## config.mk

```make
export PLATFORM = sky130hd
export DESIGN_NAME = ppdma_channel
export DESIGN_NICKNAME = d
export VERILOG_FILES = /design/src/rtl/ppdma_pkg.sv /design/src/rtl/ppdma_slot.sv /design/src/rtl/ppdma_engine.sv /design/src/rtl/ppdma_channel.sv
export SDC_FILE = /design/constraint.sdc
export NUM_CORES = 1
export LEC_CHECK = 0
export CAP_MARGIN = 20
export CORE_MARGIN = 3
export CORE_UTILIZATION = 47
export CTS_BUF_LIST = sky130_fd_sc_hd__clkbuf_2
export DETAILED_ROUTE_END_ITERATION = 7
export DONT_BUFFER_PORTS = 1
export HOLD_SLACK_MARGIN = 0.03
export SYNTH_ARGS = -nofsm -noshare
export SYNTH_HDL_FRONTEND = slang
export SYNTH_SLANG_ARGS = --single-unit
```

## constraint.sdc

```tcl
create_clock -name clk -period 6.3 [get_ports clk]
set_input_delay 1.26 -clock clk [delete_from_list [all_inputs] [get_ports clk]]
set_output_delay 1.26 -clock clk [all_outputs]
set_load 0.03 [all_outputs]
```

## src/rtl/ppdma_pkg.sv

```systemverilog
package ppdma_pkg;
    localparam int unsigned PPDMA_DW    = 16;
    localparam int unsigned PPDMA_NSLOT = 2;

    typedef enum logic [1:0] {
        ST_IDLE  = 2'd0,
        ST_FETCH = 2'd1,
        ST_PUSH  = 2'd2
    } ppdma_state_e;
endpackage

```

## src/rtl/ppdma_slot.sv

```systemverilog
module ppdma_slot #(
    parameter int unsigned AW = 32,
    parameter int unsigned CW = 14
) (
    input  logic          clk,
    input  logic          rst_n,
    input  logic          wr_en,
    input  logic [AW-1:0] wr_addr,
    input  logic [CW-1:0] wr_cnt,
    input  logic          arm,
    input  logic          clr_done,
    input  logic          finish,
    output logic [AW-1:0] addr,
    output logic [CW-1:0] cnt,
    output logic          en,
    output logic          done
);
    typedef struct packed {
        logic [AW-1:0] addr;
        logic [CW-1:0] cnt;
        logic          en;
        logic          done;
    } slot_t;

    slot_t q, d;

    always_comb begin
        d = q;
        if (wr_en) begin
            d.addr = wr_addr;
            d.cnt  = wr_cnt;
        end
        // completion disarms; a fresh arm in the same cycle wins
        if (finish)   d.en = 1'b0;
        if (arm)      d.en = 1'b1;
        // a completion event is never lost to a simultaneous clear
        if (clr_done) d.done = 1'b0;
        if (finish)   d.done = 1'b1;
    end

    always_ff @(posedge clk) begin
        if (!rst_n) q <= '0;
        else        q <= d;
    end

    assign addr = q.addr;
    assign cnt  = q.cnt;
    assign en   = q.en;
    assign done = q.done;
endmodule

```

## src/rtl/ppdma_engine.sv

```systemverilog
module ppdma_engine
    import ppdma_pkg::*;
#(
    parameter int unsigned AW = 32,
    parameter int unsigned CW = 14
) (
    input  logic                            clk,
    input  logic                            rst_n,
    input  logic                            start,
    input  logic                            stop,
    input  logic [PPDMA_NSLOT-1:0][AW-1:0]  slot_addr,
    input  logic [PPDMA_NSLOT-1:0][CW-1:0]  slot_cnt,
    input  logic [PPDMA_NSLOT-1:0]          slot_en,
    output logic [PPDMA_NSLOT-1:0]          finish,
    output logic                            mem_req,
    output logic [AW-1:0]                   mem_addr,
    input  logic                            mem_ack,
    input  logic [PPDMA_DW-1:0]             mem_rdata,
    output logic                            per_valid,
    output logic [PPDMA_DW-1:0]             per_data,
    input  logic                            per_ready,
    output logic                            active,
    output logic [CW-1:0]                   residue,
    output logic                            busy
);
    localparam int unsigned STEP = PPDMA_DW / 8;

    typedef struct packed {
        ppdma_state_e         st;
        logic                 run;
        logic                 act;
        logic [AW-1:0]        ptr;
        logic [CW-1:0]        res;
        logic [PPDMA_DW-1:0]  word;
    } eng_t;

    eng_t q, d;
    logic run_now;

    always_comb begin
        d       = q;
        finish  = '0;
        run_now = (q.run | start) & ~stop;
        d.run   = run_now;

        unique case (q.st)
            ST_IDLE: begin
                if (run_now && slot_en[q.act]) begin
                    if (slot_cnt[q.act] == '0) begin
                        finish[q.act] = 1'b1;
                        d.act         = ~q.act;
                    end else begin
                        d.ptr = slot_addr[q.act];
                        d.res = slot_cnt[q.act];
                        d.st  = ST_FETCH;
                    end
                end
            end
            ST_FETCH: begin
                if (mem_ack) begin
                    d.word = mem_rdata;
                    d.st   = ST_PUSH;
                end
            end
            ST_PUSH: begin
                if (per_ready) begin
                    d.res = q.res - CW'(1);
                    d.ptr = q.ptr + AW'(STEP);
                    if (q.res == CW'(1)) begin
                        finish[q.act] = 1'b1;
                        d.act         = ~q.act;
                        d.st          = ST_IDLE;
                    end else begin
                        d.st = run_now ? ST_FETCH : ST_IDLE;
                    end
                end
            end
            default: d.st = ST_IDLE;
        endcase
    end

    always_ff @(posedge clk) begin
        if (!rst_n) q <= '{st: ST_IDLE, default: '0};
        else        q <= d;
    end

    assign mem_req   = (q.st == ST_FETCH);
    assign mem_addr  = q.ptr;
    assign per_valid = (q.st == ST_PUSH);
    assign per_data  = q.word;
    assign active    = q.act;
    assign residue   = q.res;
    assign busy      = (q.st != ST_IDLE);
endmodule

```

## src/rtl/ppdma_channel.sv

```systemverilog
module ppdma_channel
    import ppdma_pkg::*;
#(
    parameter int unsigned AW = 32,
    parameter int unsigned CW = 14
) (
    input  logic                   clk,
    input  logic                   rst_n,
    input  logic                   desc_wr,
    input  logic                   desc_sel,
    input  logic [AW-1:0]          desc_addr,
    input  logic [CW-1:0]          desc_cnt,
    input  logic [1:0]             en_set,
    input  logic [1:0]             done_clr,
    input  logic [1:0]             irq_en,
    input  logic                   start,
    input  logic                   stop,
    output logic                   mem_req,
    output logic [AW-1:0]          mem_addr,
    input  logic                   mem_ack,
    input  logic [PPDMA_DW-1:0]    mem_rdata,
    output logic                   per_valid,
    output logic [PPDMA_DW-1:0]    per_data,
    input  logic                   per_ready,
    output logic [1:0]             done,
    output logic                   active,
    output logic [CW-1:0]          residue,
    output logic                   busy,
    output logic                   irq
);
    logic [PPDMA_NSLOT-1:0][AW-1:0] slot_addr;
    logic [PPDMA_NSLOT-1:0][CW-1:0] slot_cnt;
    logic [PPDMA_NSLOT-1:0]         slot_en;
    logic [PPDMA_NSLOT-1:0]         slot_done;
    logic [PPDMA_NSLOT-1:0]         finish;

    for (genvar gi = 0; gi < PPDMA_NSLOT; gi++) begin : g_slot
        localparam logic SEL = 1'(gi);
        ppdma_slot #(.AW(AW), .CW(CW)) u_slot (
            .clk      (clk),
            .rst_n    (rst_n),
            .wr_en    (desc_wr && (desc_sel == SEL)),
            .wr_addr  (desc_addr),
            .wr_cnt   (desc_cnt),
            .arm      (en_set[gi]),
            .clr_done (done_clr[gi]),
            .finish   (finish[gi]),
            .addr     (slot_addr[gi]),
            .cnt      (slot_cnt[gi]),
            .en       (slot_en[gi]),
            .done     (slot_done[gi])
        );
    end

    ppdma_engine #(.AW(AW), .CW(CW)) u_engine (
        .clk       (clk),
        .rst_n     (rst_n),
        .start     (start),
        .stop      (stop),
        .slot_addr (slot_addr),
        .slot_cnt  (slot_cnt),
        .slot_en   (slot_en),
        .finish    (finish),
        .mem_req   (mem_req),
        .mem_addr  (mem_addr),
        .mem_ack   (mem_ack),
        .mem_rdata (mem_rdata),
        .per_valid (per_valid),
        .per_data  (per_data),
        .per_ready (per_ready),
        .active    (active),
        .residue   (residue),
        .busy      (busy)
    );

    assign done = slot_done;
    assign irq  = |(slot_done & irq_en);
endmodule

```

* After elaboration in Yosys (flattened, before gate mapping) *
Index checks and enable logic that the tools add are counted.
W data, S select, Z words.

storage, ports and cells
  input bits = 76
  register bits after elaboration = 162
  output and inout port bits = 69
  logic and storage cells = 84

cells by class
  bitwise operators = 6
  equality and inequality tests = 9
  magnitude comparators = 2
  add/subtract/negate cells = 2
  muxes and demuxes = 34
  reductions and logical operators = 17

operator list
  operator                 number
  $mux W47                 2
  $pmux W47 S2             1
  $mux W32                 2
  $mux W46                 1
  $add A32 B2 Y32 const B  1
  $mux W14                 2
  $mux W2                  9
  $eq A14 B1 Y1 const B    1
  $logic_not A14 Y1        1
  $mux W1                  14
  $sub A14 B1 Y14 const B  1
  $reduce_bool A2 Y1       6
  $ne A2 B1 Y1 const B     5
  $reduce_and A4 Y1        2
  $pmux W2 S3              1
  $reduce_and A5 Y1        1
  $logic_and A1 B1 Y1      4
  $pmux W2 S2              1
  $not A1 Y1               3
  $and A2 B2 Y2            1
  $eq A2 B1 Y1 const B     1
  $eq A2 B2 Y1 const B     1
  $logic_not A2 Y1         1
  $lt A1 B2 Y1 const B     1
  7 further kinds          7

* Logic depth before layout (Yosys ltp) *
Gate-level depths: netlist of run 1.

  word-level depth = 9
  mapped depth = 9
  gate-level depth less buffers = 7

* By module *
A second synthesis of run 1 with hierarchy kept.

second synthesis, totals
  cell total of the unflattened synthesis = 964
  area total of the unflattened synthesis = 8737.1 um^2

by module, submodules not included
  module         sequential area each (um^2)  times used  area an instance (um^2)  cells each
  ppdma_engine   1321.3                       1           5016.1                   653
  ppdma_slot     960.9                        2           1848.0                   154
  ppdma_channel  0.0                          1           25.0                     3

* Worst setup path before layout of run 1 *
Ideal clock, no wire load.

  path kind = input to output
  start = in irq_en[0]
  end = out irq
  setup slack = 3.460 ns
  required time = 5.040 ns
  arrival time = 1.580 ns
  path buffers = 0
  cell stages on the path = 1
  cells stage by stage = a22o_1

between the ends
  longest elaborated chain between the ends = 2

ends and longest elaborated chain
  element           RTL line             source
  start, declared   ppdma_channel.sv:15  input logic [1:0] irq_en,
  $and A2 B2 Y2     ppdma_channel.sv:77  assign irq = |(slot_done & irq_en);
  $reduce_or A2 Y1  ppdma_channel.sv:77
  end, declared     ppdma_channel.sv:29  output logic irq

No other way between the ends.

* Worst setup path after layout of run 1 *
  start = reg u_engine.q[64] in the netlist's numbering
  end = out per_valid

between the ends
  longest elaborated chain between the ends = 1

ends and longest elaborated chain
  element                 RTL line             source
  start, declared         ppdma_engine.sv:37   eng_t q, d;
  start signal, assigned  ppdma_engine.sv:83   if (!rst_n) q <= '{st: ST_IDLE, default: '0};
  start signal, assigned  ppdma_engine.sv:84   else q <= d;
  $eq A2 B2 Y1            ppdma_engine.sv:89   assign per_valid = (q.st == ST_PUSH);
  end, declared           ppdma_channel.sv:22  output logic per_valid,

No other way between the ends.

==> results of run 1 <==
## stage by stage
step                area [um^2]  hold slack [ns]  worst slack, ns  power [uW]  util, %
floorplan                  8000            0.432             3.46        1290        -
global placement           7550            0.442             3.01        1320     45.4
detailed placement         7550            0.443             2.93        1320     45.4
CTS                        7800            0.467             2.65        1920     46.9
global route               7810            0.477             2.49        1980     46.9
finish                     7810            0.467             2.68        1900     46.9
## power groups by stage
stage | Combinational [uW] | Clock (uW) | Sequential [uW]
final | 191 | 600 | 1110
after global routing | 214 | 653 | 1120
after CTS | 191 | 615 | 1110
after detailed placement | 190 | 0 | 1130
after global placement | 189 | 0 | 1130
after floorplan | 182 | 0 | 1100
## layout make-up
cell class | count | area, um^2
Timing Repair Buffer | 10 | 75.1
Clock inverter | 15 | 165
Fill cell | 1740 | 8830
Antenna cell | 4 | 10.0
Tap cell | 220 | 275
Sequential cell | 162 | 3250
Multi-Input combinational cell | 749 | 3920
Clock buffer | 17 | 85.1
Inverter | 9 | 36.3
## cell usage after synthesis (all sizes together), types with 2 or more instances
master    n
nand2   270
a21oi   164
dfxtp   162
buf      85
nor2     67
clkbuf   53
o21ai    40
mux2i    36
nor3     20
nand3    16
a31oi    12
nor4     11
o22ai    10
and3      9
inv       9
mux2      9
o211ai    9
nand4     6
nor2b     6
a211oi    5
o32ai     5
and2      4
nand2b    4
o221a     4
o31ai     4
a32o      3
ha        3
nand3b    3
o31a      3
or3       3
a211o     2
a22o      2
nor3b     2
or2       2
## kinds of logic (layout without fill, tap and decap cells)
logic type               after synthesis  after routing  share of synthesized area [%]
flip-flops                           162            162                           40.6
AO/OA/AOI/OAI                        273            273                           19.6
AND/OR/NAND/NOR                      427            427                           22.9
XOR/XNOR                               1              1                          0.110
multiplexers                          45             45                           5.77
adder cells (fa/ha/maj)                3              3                          0.469
other                                  0              4                              0
buffers and inverters                147             51                           10.6
## tightest hold or removal path: stages (launching register included)
cell and delay (ns):
dfxtp_1 0.36, nand2_1 0.05, a21oi_1 0.05
## per-layer routing
| metal | GRT usage, % | routed length (um) | part of all wire, % |
|---|---|---|---|
| met1 | 32.4 | 10100 | 48 |
| met5 | 0 | 0 | 0 |
| met3 | 8.14 | 2180 | 10 |
| met2 | 31.0 | 8820 | 41 |
| met4 | 4.98 | 125 | 0.59 |
## state kept, by name, summed over array words and instances (netlist names)
name,cells
g_slot.u_slot.en,2
u_engine.residue,14
u_engine.active,1
u_engine.per_data,16
g_slot.u_slot.addr,64
u_engine.q,3
g_slot.u_slot.cnt,28
u_engine.mem_addr,32
g_slot.u_slot.done,2
## path summary, 6_finish.rpt
check | start | to | slack [ns] | cells past startpoint
max | u_engine.q[64] | per_valid | 2.68 | 3
min | g_slot[0].u_slot.addr[9] | g_slot[0].u_slot.addr[9] | 0.47 | 2
max reg2reg | u_engine.q[64] | u_engine.mem_addr[17] | 2.86 | 8
min reg2reg | g_slot[0].u_slot.addr[9] | g_slot[0].u_slot.addr[9] | 0.47 | 2
==> out/metrics.cfg, run 1 <==
[outcome]
status = finished, final reports clean

[synth]
synth-edff-count = 0
syn-instance-count = 1058
avgSynthCellArea_um2 = 7.56
yosysSeqAreaShare_pct = 40.6
yosysTopAreaCell = dfxtp_1
synthFlopType = dfxtp_1
postSynthNetCount = 1137
async_flop_share_pct = 0
syn_area_um2 = 8000
netlist.area_leader.share_pct = 40.6
ys_types = 61
yosys-top-cells-area = dfxtp_1 41%, nand2_1 13%, a21oi_1 10%
ys_ff_latch = 162
ys_warn_count = 0

[detailed_routing]
wl_um = 21300
dr.pass1.iters = 6
drt_iter0_drc = 575
wire_per_inst_um = 17.9
ant_nets = 0
vias = 6735
drcViolationCount = 0
via_per_inst = 5.68

[clocking]
hold_buffers = 0
cts_resized = 0
clk_pin_slew_worst_paths_ns = 0.23
clockRootBuffer = clkbuf_2
cts_inserted_buffers = 17
clk-insertion-delay-late_ns = 0.74
cts_sinks = 162
postCtsSetupBuffers = 0
cts_tree = built
ctsHtreeMaxLevel = 4
clockBufferDepth = 2

[sta]
fin_crit_ns = 3.62
fmax_ghz = 0.276
tightest_slew_ns = 1.03
slew_viol_final = 0
tns_ns = 0
rsz0062_at_grt = no
setup_viol = 0
post-route-period-util_pct = 57.4
clock_skew_ns = 0.0310
finalHoldViolCount = 0
max_slew_margin_pct = 30.9

[setup_path]
cp_cell_sequence = nand2b_2, buf_4, inv_2
cp_slowest_cell = buf_4
cpPeakStageDelay_ns = 0.53
critPathTopFamily = buffers and inverters
critPathCaptureType = output pin
crit_fanout = 62
critical_path_class = reg2out
cp_num_buf_inv = 2
crit_path_start_kind = flip-flop
arrival_ns = 2.36
cp_data_required_time_ns = 5.04

[power]
power-per-cell-area_nw_per_um2 = 243
p_sw_uw = 554
p_int_uw = 1350
vdd_drop_max_v = 0.000112
power.share.clock_pct = 31.5
sw_frac_of_total_pct = 29.1
p_leak_uw = 0.00265
p_comb_share_pct = 10.1
power_frac_seq_pct = 58.4

[layout]
drive_gt1_share_pct = 6.86
syn2layout_area_growth_pct = -2.35
layout.nets = 1028
final_cell_mix = 270 x nand2_1, 164 x a21oi_1, 161 x dfxtp_1
layout_commonest_cell = nand2_1
stdcell_count = 1186

[placement]
io_buffers = 0
dpl.hpwl_um = 13900
place.gp.congestion = 0.814
numPlacedInstances = 1150

[grt]
grt_pass1_wl_um = 32700
antenna_found_initial = 1
grt_max_degree = 93
grt_pass1_vias = 5953
grtUsageTotal_pct = 22.2
grt-ovfl-total = 0

[floorplan]
die_h_um = 136
die_w_um = 136
start_util_pct = 48.1
core-area_um2 = 16600
fp.dieArea_um2 = 18600
rows = 47
io_pins = 145

[run]
cap_violations = 0

[min_path]
hold_path.class = reg2reg

Power figures use the tool's default switching activity.
==> run 2, diff against run 1 <==
==> constraint.sdc (replaced) <==
create_clock -name clk -period 3.1 [get_ports clk]
set_input_delay 0.62 -clock clk [delete_from_list [all_inputs] [get_ports clk]]
set_output_delay 0.62 -clock clk [all_outputs]
set_load 0.03 [all_outputs]
==> run 2 against run 1 <==
Compared with the run above:
- critical path depth stayed put
- total power is 120% higher
- critical path type unchanged
- cell count is 7.2% higher
==> out/metrics.cfg, run 2 (same netlist as run 1, synthesis figures left out) <==
[layout]
fin_area_um2 = 8740
syn2layout_area_growth_pct = 9.23
stdcell_count = 1271
final_cell_mix = 270 x nand2_1, 164 x a21oi_1, 161 x dfxtp_1
layout.nets = 1116
drive_gt1_share_pct = 8.38
largest_register_ffs = 64
layout_commonest_cell = nand2_1

[sta]
rsz0062_at_grt = no
post-route-period-util_pct = 85.8
fin_crit_ns = 2.66
tightest_slew_ns = 0.728
finalHoldViolCount = 0
slew_viol_final = 0
tns_ns = 0
max_slew_margin_pct = 51.5
fmax_ghz = 0.376
setup_ws_ns = 0.440
clock_skew_ns = 0.0183
setup_viol = 0
whs_ns = 0.0873

[clocking]
clk_pin_slew_worst_paths_ns = 0.22
clockBufferDepth = 2
cts_inserted_buffers = 17
ctsHtreeMaxLevel = 4
clockRootBuffer = clkbuf_2
postCtsSetupBuffers = 0
clk-insertion-delay-late_ns = 0.73
cts_sinks = 162
cts_tree = built
cts_resized = 0

[setup_path]
cp_data_required_time_ns = 2.48
reg2reg_slack_ns = 0.60
r2r.worst_path.cells = 6
cp_cell_sequence = nand2b_2, inv_2, buf_4
arrival_ns = 2.04
crit_path_start_kind = flip-flop
critical_path_class = reg2out
critPathCaptureType = output pin
r2r-start = u_engine.mem_addr[7]
crit_fanout = 26
cp_slowest_cell = buf_4
cp_num_buf_inv = 2
critPathTopFamily = buffers and inverters
reg2reg_to = u_engine.mem_addr[28]
cpPeakStageDelay_ns = 0.42

[detailed_routing]
wl_um = 21800
dr.pass1.iters = 5
vias = 7031
wire_per_inst_um = 17.1
via_per_inst = 5.53
drcViolationCount = 0
drt_iter0_drc = 575
ant_nets = 0

[floorplan]
core-area_um2 = 16600
start_util_pct = 48.1
die_w_um = 136
io_pins = 145
rows = 47
fp.dieArea_um2 = 18600
die_h_um = 136

[placement]
preCtsSetupSlack_ns = 0.659
numPlacedInstances = 1168
dpl_cell_area_um2 = 7720
place.gp.congestion = 0.839
io_buffers = 0
dpl.hpwl_um = 14500

[grt]
grt_pass1_vias = 6380
grt_pass1_wl_um = 33800
grtUsageTotal_pct = 23.1
antenna_found_initial = 1
grt-ovfl-total = 0
grt_max_degree = 62

[min_path]
hold_path_end = u_engine.q[65]
hp-start = per_ready
holdPathStages = 3
hold_path.class = in2reg

[run]
cap_violations = 0

[outcome]
status = finished, final reports clean

[power]
power-per-cell-area_nw_per_um2 = 473
p_leak_uw = 0.00309
vdd_drop_max_v = 0.000223

-- run 2: cell types whose count changed in the layout (fill, tap and decap cells not counted), sizes merged --
cell	delta
bufinv	+2
clkbuf	+1
dlygate4sd3	+69
buf	+19
clkinv	-3
diode	-3
-- run 2: area by class of cell --
| class | count | area (um^2) |
|---|---|---|
| multi-input cells | 749 | 3920 |
| repair buffers | 98 | 958 |
| clock buffers | 18 | 90.1 |
| inverters | 9 | 36.3 |
| diodes | 1 | 2.50 |
| flip-flops and latches | 162 | 3250 |
| fillers | 1655 | 7910 |
| well taps | 220 | 275 |
| clock inverters | 14 | 210 |
-- run 2: power breakdown --
group	switching [uW]	total (uW)	internal, uW
clock network	760	1370	615
logic	301	506	205
registers	87.4	2250	2160
-- run 2: worst max path at each step --
stage | startpoint | end | slack [ns] | depth (start not counted)
2_1_floorplan | u_engine.active | u_engine.mem_addr[11] | 0.88 | 8
3_3_place_gp | u_engine.mem_addr[7] | u_engine.mem_addr[28] | 0.72 | 6
3_5_place_dp | u_engine.mem_addr[10] | u_engine.mem_addr[28] | 0.66 | 6
4_1_cts | u_engine.q[64] | per_valid | 0.38 | 3
5_1_grt | u_engine.q[64] | per_valid | 0.24 | 3
6_report | u_engine.q[64] | per_valid | 0.44 | 3
-- run 2: timing repair --
action / 4_1_cts / 5_1_grt
endpoints found under the hold margin: 141 / 2
setup endpoints to repair: 0 / 0
hold buffers: 68 / 2
-- run 2: metal layers --
layer	part of all wire [%]	vias up	global-route usage, %
met5	0	-	0
met2	42	232	33.0
met4	1.2	0	5.26
li1	-	3530	-
met3	8.0	20	6.92
met1	49	3249	34.0
-- run 2: per-stage QoR --
stage,power [uW],util (%)
3_3_place_gp,2700,46.4
3_5_place_dp,2710,46.4
2_1_floorplan,2610,-
5_1_grt,4340,52.5
6_report,4130,52.5
4_1_cts,4170,52.4
-- run 2: worst reg2reg max path, stage by stage (launching register included) --
cell     delay (ns)
dfxtp_1        0.62
nand3_2        0.19
or4_4          0.65
and3b_1        0.40
and4_1         0.26
o21ai_0        0.08
a32o_1         0.23
